--- src/rtl/dma_trig_queue.sv ---
module dma_trig_queue #(
  parameter int NCH    = 64,
  parameter int QDEPTH = 16,
  localparam int CW    = $clog2(NCH),
  localparam int AW    = $clog2(QDEPTH)
) (
  input  logic           clk,
  input  logic           rst_n,
  input  logic [NCH-1:0] hw_evt,
  input  logic [NCH-1:0] hw_en,
  input  logic [NCH-1:0] man_set,
  input  logic           cmpl_valid,
  input  logic [CW-1:0]  cmpl_code,
  input  logic [NCH-1:0] null_set,
  input  logic [NCH-1:0] miss_clr,
  output logic           tr_valid,
  input  logic           tr_ready,
  output logic [CW-1:0]  tr_chan,
  output logic [1:0]     tr_src,
  output logic [NCH-1:0] miss,
  output logic           q_full,
  output logic           q_empty
);
  localparam logic [NCH-1:0] ONE = {{(NCH-1){1'b0}}, 1'b1};

  logic [NCH-1:0] pend_hw, pend_ch, pend_mn;
  logic [NCH-1:0] qd_hw, qd_ch, qd_mn;
  logic [CW+1:0]  mem [QDEPTH];
  logic [AW-1:0]  wr_ptr, rd_ptr;
  logic [AW:0]    count;

  wire [NCH-1:0] trg_hw = hw_evt & hw_en;
  wire [NCH-1:0] trg_ch = cmpl_valid ? (ONE << cmpl_code) : '0;
  wire [NCH-1:0] trg_mn = man_set;

  wire [NCH-1:0] cand_hw = pend_hw & ~qd_hw;
  wire [NCH-1:0] cand_ch = pend_ch & ~qd_ch;
  wire [NCH-1:0] cand_mn = pend_mn & ~qd_mn;
  wire [NCH-1:0] cand    = cand_hw | cand_ch | cand_mn;

  logic [CW-1:0] pick;
  logic          found;
  always_comb begin
    pick  = '0;
    found = 1'b0;
    for (int i = NCH - 1; i >= 0; i--)
      if (cand[i]) begin
        pick  = CW'(i);
        found = 1'b1;
      end
  end

  wire [1:0] pick_src = cand_hw[pick] ? 2'd0 : cand_ch[pick] ? 2'd1 : 2'd2;

  assign q_full  = count == (AW+1)'(QDEPTH);
  assign q_empty = count == '0;

  wire       enq   = found && !q_full;
  wire [CW-1:0] hchan = mem[rd_ptr][CW-1:0];
  wire [1:0]    hsrc  = mem[rd_ptr][CW+1:CW];
  wire       hnull = !q_empty && null_set[hchan];

  assign tr_valid = !q_empty && !null_set[hchan];
  assign tr_chan  = hchan;
  assign tr_src   = hsrc;

  wire pop = hnull || (tr_valid && tr_ready);

  wire [NCH-1:0] svc    = pop ? (ONE << hchan) : '0;
  wire [NCH-1:0] clr_hw = (hsrc == 2'd0) ? svc : '0;
  wire [NCH-1:0] clr_ch = (hsrc == 2'd1) ? svc : '0;
  wire [NCH-1:0] clr_mn = (hsrc == 2'd2) ? svc : '0;

  wire [NCH-1:0] ins    = enq ? (ONE << pick) : '0;
  wire [NCH-1:0] ins_hw = (pick_src == 2'd0) ? ins : '0;
  wire [NCH-1:0] ins_ch = (pick_src == 2'd1) ? ins : '0;
  wire [NCH-1:0] ins_mn = (pick_src == 2'd2) ? ins : '0;

  wire [NCH-1:0] dup  = (trg_hw & pend_hw) | (trg_ch & pend_ch) | (trg_mn & pend_mn);
  wire [NCH-1:0] drop = hnull ? (ONE << hchan) : '0;

  always_ff @(posedge clk) begin
    if (!rst_n) begin
      pend_hw <= '0; pend_ch <= '0; pend_mn <= '0;
      qd_hw   <= '0; qd_ch   <= '0; qd_mn   <= '0;
      miss    <= '0;
      wr_ptr  <= '0; rd_ptr  <= '0; count <= '0;
    end else begin
      pend_hw <= (pend_hw | trg_hw) & ~clr_hw;
      pend_ch <= (pend_ch | trg_ch) & ~clr_ch;
      pend_mn <= (pend_mn | trg_mn) & ~clr_mn;
      qd_hw   <= (qd_hw | ins_hw) & ~clr_hw;
      qd_ch   <= (qd_ch | ins_ch) & ~clr_ch;
      qd_mn   <= (qd_mn | ins_mn) & ~clr_mn;
      miss    <= (miss & ~miss_clr) | dup | drop;
      if (enq) wr_ptr <= (wr_ptr == AW'(QDEPTH - 1)) ? '0 : wr_ptr + 1'b1;
      if (pop) rd_ptr <= (rd_ptr == AW'(QDEPTH - 1)) ? '0 : rd_ptr + 1'b1;
      count <= count + (AW+1)'(enq) - (AW+1)'(pop);
    end
  end

  always_ff @(posedge clk)
    if (enq) mem[wr_ptr] <= {pick_src, pick};
endmodule


--- config.mk ---
export PLATFORM = sky130hd
export DESIGN_NAME = dma_trig_queue
export DESIGN_NICKNAME = d
export VERILOG_FILES = /design/src/rtl/dma_trig_queue.sv
export SDC_FILE = /design/constraint.sdc
export NUM_CORES = 2
export LEC_CHECK = 0
export ABC_CLOCK_PERIOD_IN_PS = 6800
export BUFFER_PORTS_ARGS = -buffer_cell sky130_fd_sc_hd__buf_2
export CELL_PAD_IN_SITES_DETAIL_PLACEMENT = 1
export CELL_PAD_IN_SITES_GLOBAL_PLACEMENT = 2
export CORE_ASPECT_RATIO = 1.4
export CORE_UTILIZATION = 35
export CTS_CLUSTER_DIAMETER = 200
export DETAILED_ROUTE_END_ITERATION = 12
export PLACE_DENSITY = 0.82
export SKIP_CTS_REPAIR_TIMING = 1
export SLEW_MARGIN = 10
export SYNTH_ARGS = -nofsm -noshare
export SYNTH_HDL_FRONTEND = slang
export SYNTH_SLANG_ARGS = --single-unit
--- constraint.sdc ---
create_clock -name clk -period 6.8 [get_ports clk]
set_input_delay 1.36 -clock clk [delete_from_list [all_inputs] [get_ports clk]]
set_output_delay 1.36 -clock clk [all_outputs]
set_load 0.01 [all_outputs]
Word level (Yosys, flattened, before mapping):

Memory sizes are Yosys's and may differ from the RTL's. A register that Yosys moved wholly into a read port is not among the register bits.
Cells that the tools add are included.

* register bits after elaboration: 461
* memory bits (writable): 128
* output and inout port bits: 75
* word-level logic and storage cells: 223
* memories kept: 1

* add/subtract/negate cells: 4
* $lt $le $gt $ge: 2
* eq/ne operators: 7
* shift operators: 3
* muxes and demuxes: 152
* bitwise gates (word level): 33
* reduce and logical (&&, ||, !) cells: 11

Memories
* mem: depth 16, bits a word 8, read ports 1, clocked after Yosys merged registers in 1, write ports 1, RTL line 28 `logic [CW+1:0] mem [QDEPTH];`

Operator list (count)
* 64-bit AND: 14
* 64-bit OR: 12
* 64-bit 2-to-1 mux: 10
* 64-bit NOT: 7
* 6-bit 2-to-1 mux: 64
* 1-bit by 6-bit left shift with 64-bit output (first input constant): 3
* 1-bit 2-to-1 mux: 69
* 1-bit binary-select mux with 6-bit select: 3
* 4-bit 2-to-1 mux: 4
* 6-bit by 7-bit < comparator with 1-bit output (second input constant): 2
* 4-bit by 1-bit adder with 4-bit output (second input constant): 2
* 4-bit == test (second input constant): 2
* 5-bit by 1-bit adder with 5-bit output: 1
* 5-bit == test (second input constant): 1
* 5-bit zero test: 1
* 5-bit by 1-bit subtractor with 5-bit output: 1
* 2-bit by 1-bit == test with 1-bit output (second input constant): 2
* 2-bit == test (second input constant): 2
* 1-bit logical AND: 4
* 2-bit zero test: 2
* 2-bit 2-to-1 mux: 2
* 1-bit zero test: 3
* 1-bit logical OR: 1

Longest topological paths before layout:

* depth after elaboration: 76
* depth in mapped cells: 21

Worst setup path after synthesis:

OpenSTA, ideal clock, no wires.

* path kind: register to register
* start point: register with a tool-made name
* end point: register count[4]
* data arrival time: 4.658 ns
* required time: 6.730 ns
* slack: 2.071 ns
* stages on the path, launching flop included: 22
* path buffers: 5
* clock period less this slack: 4.729 ns
* path through: dfxtp_1 buf_2 buf_6 mux4_2 mux4_2 buf_4 buf_6 mux4_2 a22oi_1 nand2_1 o21ai_1 mux2i_2 o21a_2 buf_6 ha_1 inv_1 ha_1 fa_1 a21oi_1 nor2_1 or3_1 a21oi_1

RTL lines
* end signal, assigned: RTL line 98 `count <= count + (AW+1)'(enq) - (AW+1)'(pop);`
* end, declared: RTL line 30 `logic [AW:0] count;`

Final worst setup path:

* start point: register pend_ch[44]
* end point: register qd_mn[31]

* word-level cells in the longest chain between the ends: 56
* elaborated cells between the ends (all ways): 106

Ends and longest elaborated chain
* start, declared: RTL line 26 `logic [NCH-1:0] pend_hw, pend_ch, pend_mn;`
* start signal, assigned: RTL line 90 `pend_ch <= (pend_ch | trg_ch) & ~clr_ch;`
* 64-bit AND *: RTL line 37 `wire [NCH-1:0] cand_ch = pend_ch & ~qd_ch;`
* 64-bit OR (2 in a row): RTL line 39 `wire [NCH-1:0] cand = cand_hw | cand_ch | cand_mn;`
* 6-bit 2-to-1 mux (45 in a row): RTL line 47 `if (cand[i]) begin`
* 1-bit binary-select mux with 6-bit select: RTL line 53 `wire [1:0] pick_src = cand_hw[pick] ? 2'd0 : cand_ch[pick] ? 2'd1 : 2'd2;`
* 1-bit 2-to-1 mux (not written as such): RTL line 53
* 2-bit 2-to-1 mux (2 in a row): RTL line 53
* 2-bit == test: RTL line 77 `wire [NCH-1:0] ins_mn = (pick_src == 2'd2) ? ins : '0;`
* 64-bit 2-to-1 mux *: RTL line 77
* 64-bit OR *: RTL line 94 `qd_mn <= (qd_mn | ins_mn) & ~clr_mn;`
* 64-bit AND *: RTL line 94
* end signal, assigned: RTL line 94
* end, declared: RTL line 27 `logic [NCH-1:0] qd_hw, qd_ch, qd_mn;`

Mark *: on every way between the ends. The rest lies on a longest branch, timed or not. The select of a mux whose other input is x is not followed.
A chain may end at the register's enable or synchronous reset.

==> impl_results.md <==
- Remaining antenna violation count: 0
- Area of the core: 80,490 um^2
- Total met2 wirelength after detailed routing: 66,640 um
- Detailed placement HPWL: 100,700 um
- Synth Area in Simple Gates: 24.52%
- Avg Vias per Cell: 5.928
- Start of the worst register-to-register path: pend_ch[44]
- Maximum buffer depth of the clock tree: 3
- Fin area: 34,020 um^2
- Class of the most critical setup path: register to register
- Seq cells post-synth: 593
- Buffer cell driving the clock tree root: sky130_fd_sc_hd__clkbuf_16
- Worst slew margin relative to its limit: 5.596%
- Worst hold path cell count: 2
- CTS tree: built
- Count of unresolved DRC violations after routing: 0
- Post-synthesis sequential area ratio: 46.15%
- Capture point of the worst reg-to-reg path: qd_mn[31]
- Met3 routed wirelength: 9149 um
- Worst Hold Endpoint: qd_ch[63]
- Placed instance area: 31,860 um^2
- EDFF count, synth: 128
- Total of buffers placed on input and output ports: 404
- Maximum number of pins on one net before global-route repair: 142
- Worst Hold Class: register to register
- RSZ-0062 raised after global routing: false
- Endpoint type of the worst setup path: register
- DP Worst Slack: 0.7070 ns
- Maximum resistive drop on vdd: 0.2546 mV
- Final-report hold violation count: 0
- Pins over their slew limit: 0
- Number of warning messages in the yosys log: 0
- Start point of the worst hold path: qd_ch[63]
- Portion of netlist area occupied by mux cells: 5.585%
- Setup crit start: pend_ch[44]
- Ratio of cells with drive above 1 in the final layout: 18.25%
- Rows: 123
- Full die area: 82,590 um^2
- Gp weighted congestion: 0.9550
- Required @ worst endpoint: 7.40 ns
- Clock sinks: 593
- Overall power consumption: 12.75 mW
- FF-to-FF path depth: 14
- Highest routing layer actually used: met5
- Status: finished, final reports clean
- Net count of the mapped netlist: 3,654
- Synthesis-to-layout area growth: 19.39%
- Adder-cell area share of the yosys netlist: 0.5532%
- Critical-path maximum fanout: 18
- Worst-Skew Late Latency: 0.69 ns
- Arrival @ worst endpoint: 6.97 ns
- Min cycle time layout: 6.366 ns
- Slew of the pin with the lowest slew margin: 1.403 ns
- Clock buffer count from CTS: 61
- Filler instances: 9,603
- Total GRT Usage: 32.10%
- Flip-flop and latch area: 13,150 um^2
- Synthesized-area fraction occupied by ao, oa, aoi and oai cells: 18.35%
- Pwr/cell area: 374.8 nW/um^2
- Setup TNS: 0 ns
- Drt wl/cell: 28.27 um
- Wirelength, routed: 135,700 um
- Most area-consuming cells after synthesis: sky130_fd_sc_hd__dfxtp_1, sky130_fd_sc_hd__edfxtp_1, sky130_fd_sc_hd__nor2_1, sky130_fd_sc_hd__o21ai_0, sky130_fd_sc_hd__mux4_2
- Clock edge transition at the registers on the reported setup and hold paths: 0.06 ns
- Iteration count of the initial detailed-routing pass: 7
- Post-synth cell types: 79
- XOR/XNOR share of the synthesized area: 0.2151%
- Effective utilization at floorplan: 35.41%
- Die Height: 339.6 um
- Share of flip-flops with an asynchronous set or reset after synthesis: 0%
- Maximum capacitance violations: 0
- H-tree levels: 2
- Area of combinational cells with multiple inputs: 14,130 um^2
- Fin crit share: 93.62%
- Leakage: 12.60 nW
- First-pass GRT wire length: 195,800 um
- Sort of element at the start of the critical path: register
- Drt first-iter violations: 2,144
- Synth Cell Area: 28,500 um^2
- Layout Nets: 4,031
- Vias after detailed routing: 28,470
- Via count of the first global-routing pass: 29,320
- Top flip-flop cell by instance count after synthesis: sky130_fd_sc_hd__dfxtp_1
- Die extent in x: 243.2 um
- WL met1: 51,490 um
- Synth area leader: sky130_fd_sc_hd__dfxtp_1
- Setup WS post-layout: 0.4336 ns
- Final clock skew: 0.01936 ns
- Setup slack of the most critical reg-to-reg path: 0.43 ns
- Number of top-level pins: 405
- Maximum clock frequency: 157.1 MHz
- Global-route congestion overflow total: 0
- Number of setup violations in the final report: 0
- Count of mapped cells out of synthesis: 3,312
- Average size of a mapped cell: 8.605 um^2
- Combinational family with the most area after synthesis: simple AND/OR/NAND/NOR gates
- Initial antenna violation count: 6
- Portion of synthesized cell area occupied by the leading cell type: 32.66%
-- worst max-delay path, stage by stage, from the launching register on --
cell	delay, ns
sky130_fd_sc_hd__dfxtp_1	0.32
sky130_fd_sc_hd__nor2b_1	0.21
sky130_fd_sc_hd__a211o_1	0.42
sky130_fd_sc_hd__nor4_1	0.55
sky130_fd_sc_hd__a2111oi_0	0.31
sky130_fd_sc_hd__a21oi_1	0.29
sky130_fd_sc_hd__o22a_1	0.83
sky130_fd_sc_hd__inv_2	0.45
sky130_fd_sc_hd__nand2_1	0.37
sky130_fd_sc_hd__a221oi_1	0.09
sky130_fd_sc_hd__a2111oi_0	1.02
sky130_fd_sc_hd__o22ai_2	0.52
sky130_fd_sc_hd__a2111o_1	0.56
sky130_fd_sc_hd__buf_4	0.20
sky130_fd_sc_hd__o22ai_1	0.12
-- state kept, by name, indices dropped and copies added, names as in the netlist, named ones only --
name / flops
count: 5
mem: 128
miss: 64
pend_ch: 64
pend_hw: 64
pend_mn: 64
qd_ch: 64
qd_hw: 64
qd_mn: 64
rd_ptr: 4
wr_ptr: 4
-- cells in the final DEF (no fill, tap or decap), types with 128 or more instances in the layout --
cell                       instances
sky130_fd_sc_hd__a21oi_1         159
sky130_fd_sc_hd__buf_2           403
sky130_fd_sc_hd__dfxtp_1         464
sky130_fd_sc_hd__edfxtp_1        128
sky130_fd_sc_hd__inv_1           146
sky130_fd_sc_hd__nand2_1         243
sky130_fd_sc_hd__nand2b_1        164
sky130_fd_sc_hd__nand3_1         171
sky130_fd_sc_hd__nor2_1          554
sky130_fd_sc_hd__o21ai_0         250
-- Yosys cell counts, types with 6 or more instances --
library cell	n
sky130_fd_sc_hd__a2111oi_0	6
sky130_fd_sc_hd__a211o_1	18
sky130_fd_sc_hd__a211oi_1	20
sky130_fd_sc_hd__a21oi_1	160
sky130_fd_sc_hd__a221oi_1	74
sky130_fd_sc_hd__a22oi_1	8
sky130_fd_sc_hd__and2_1	23
sky130_fd_sc_hd__and3_1	26
sky130_fd_sc_hd__buf_1	12
sky130_fd_sc_hd__buf_2	42
sky130_fd_sc_hd__buf_6	8
sky130_fd_sc_hd__clkbuf_1	98
sky130_fd_sc_hd__dfxtp_1	465
sky130_fd_sc_hd__edfxtp_1	128
sky130_fd_sc_hd__ha_1	11
sky130_fd_sc_hd__inv_1	146
sky130_fd_sc_hd__mux2i_1	28
sky130_fd_sc_hd__mux4_2	55
sky130_fd_sc_hd__nand2_1	243
sky130_fd_sc_hd__nand2b_1	164
sky130_fd_sc_hd__nand3_1	171
sky130_fd_sc_hd__nand4_1	47
sky130_fd_sc_hd__nor2_1	554
sky130_fd_sc_hd__nor2b_1	102
sky130_fd_sc_hd__nor3_1	35
sky130_fd_sc_hd__nor4_1	10
sky130_fd_sc_hd__o2111ai_1	20
sky130_fd_sc_hd__o211ai_1	49
sky130_fd_sc_hd__o21ai_0	251
sky130_fd_sc_hd__o21ai_1	12
sky130_fd_sc_hd__o221ai_1	13
sky130_fd_sc_hd__o22ai_1	126
sky130_fd_sc_hd__o31ai_1	8
sky130_fd_sc_hd__or3_1	65
sky130_fd_sc_hd__or4_1	6
-- power breakdown --
part           total, mW  internal (mW)  switching (mW)  leakage [nW]
combinational       5.02           1.36            3.66          6.60
clock               3.66           2.09            1.57          1.04
sequential          4.07           3.91           0.162          4.96
total               12.8           7.36            5.39          12.6
-- final cells by class --
type,instances,area share (%)
Clock buffer,84,5.093
Multi-Input combinational cell,2402,41.54
Inverter,150,1.655
Timing Repair Buffer,481,7.881
Antenna cell,2,0.01471
Clock inverter,28,1.250
Sequential cell,593,38.66
Tap cell,1062,3.905
-- metal layers --
| metal | up-vias | track usage (%) |
|---|---|---|
| met3 | 397 | 5.305 |
| met5 | - | 0 |
| met1 | 14130 | 37.12 |
| met2 | 1244 | 56.04 |
| met4 | 6 | 17.94 |
| li1 | 12680 | - |
-- stage by stage --
step | cells | hold slack, ns | utilization, %
floorplan | 3312 | 0.4203 | -
global placement | 4688 | 0.4268 | 39.58
detailed placement | 4688 | 0.4329 | 39.58
CTS | 4800 | 0.4425 | 42.27
global route | 4802 | 0.4587 | 42.27
finish | 4802 | 0.4423 | 42.27
-- cells by family after synthesis --
kind of cell | after synthesis
compound gates | 825
xor+xnor | 7
fa+ha+maj | 12
buf+inv | 317
flops | 593
mux | 89
simple gates | 1469
-- how the worst max path moves through the flow --
stage	to
2_1_floorplan	count[4]
3_3_place_gp	qd_mn[41]
3_5_place_dp	qd_mn[35]
4_1_cts	qd_mn[35]
5_1_grt	qd_mn[35]
6_report	qd_mn[31]
(Power assumes the default switching activity.)
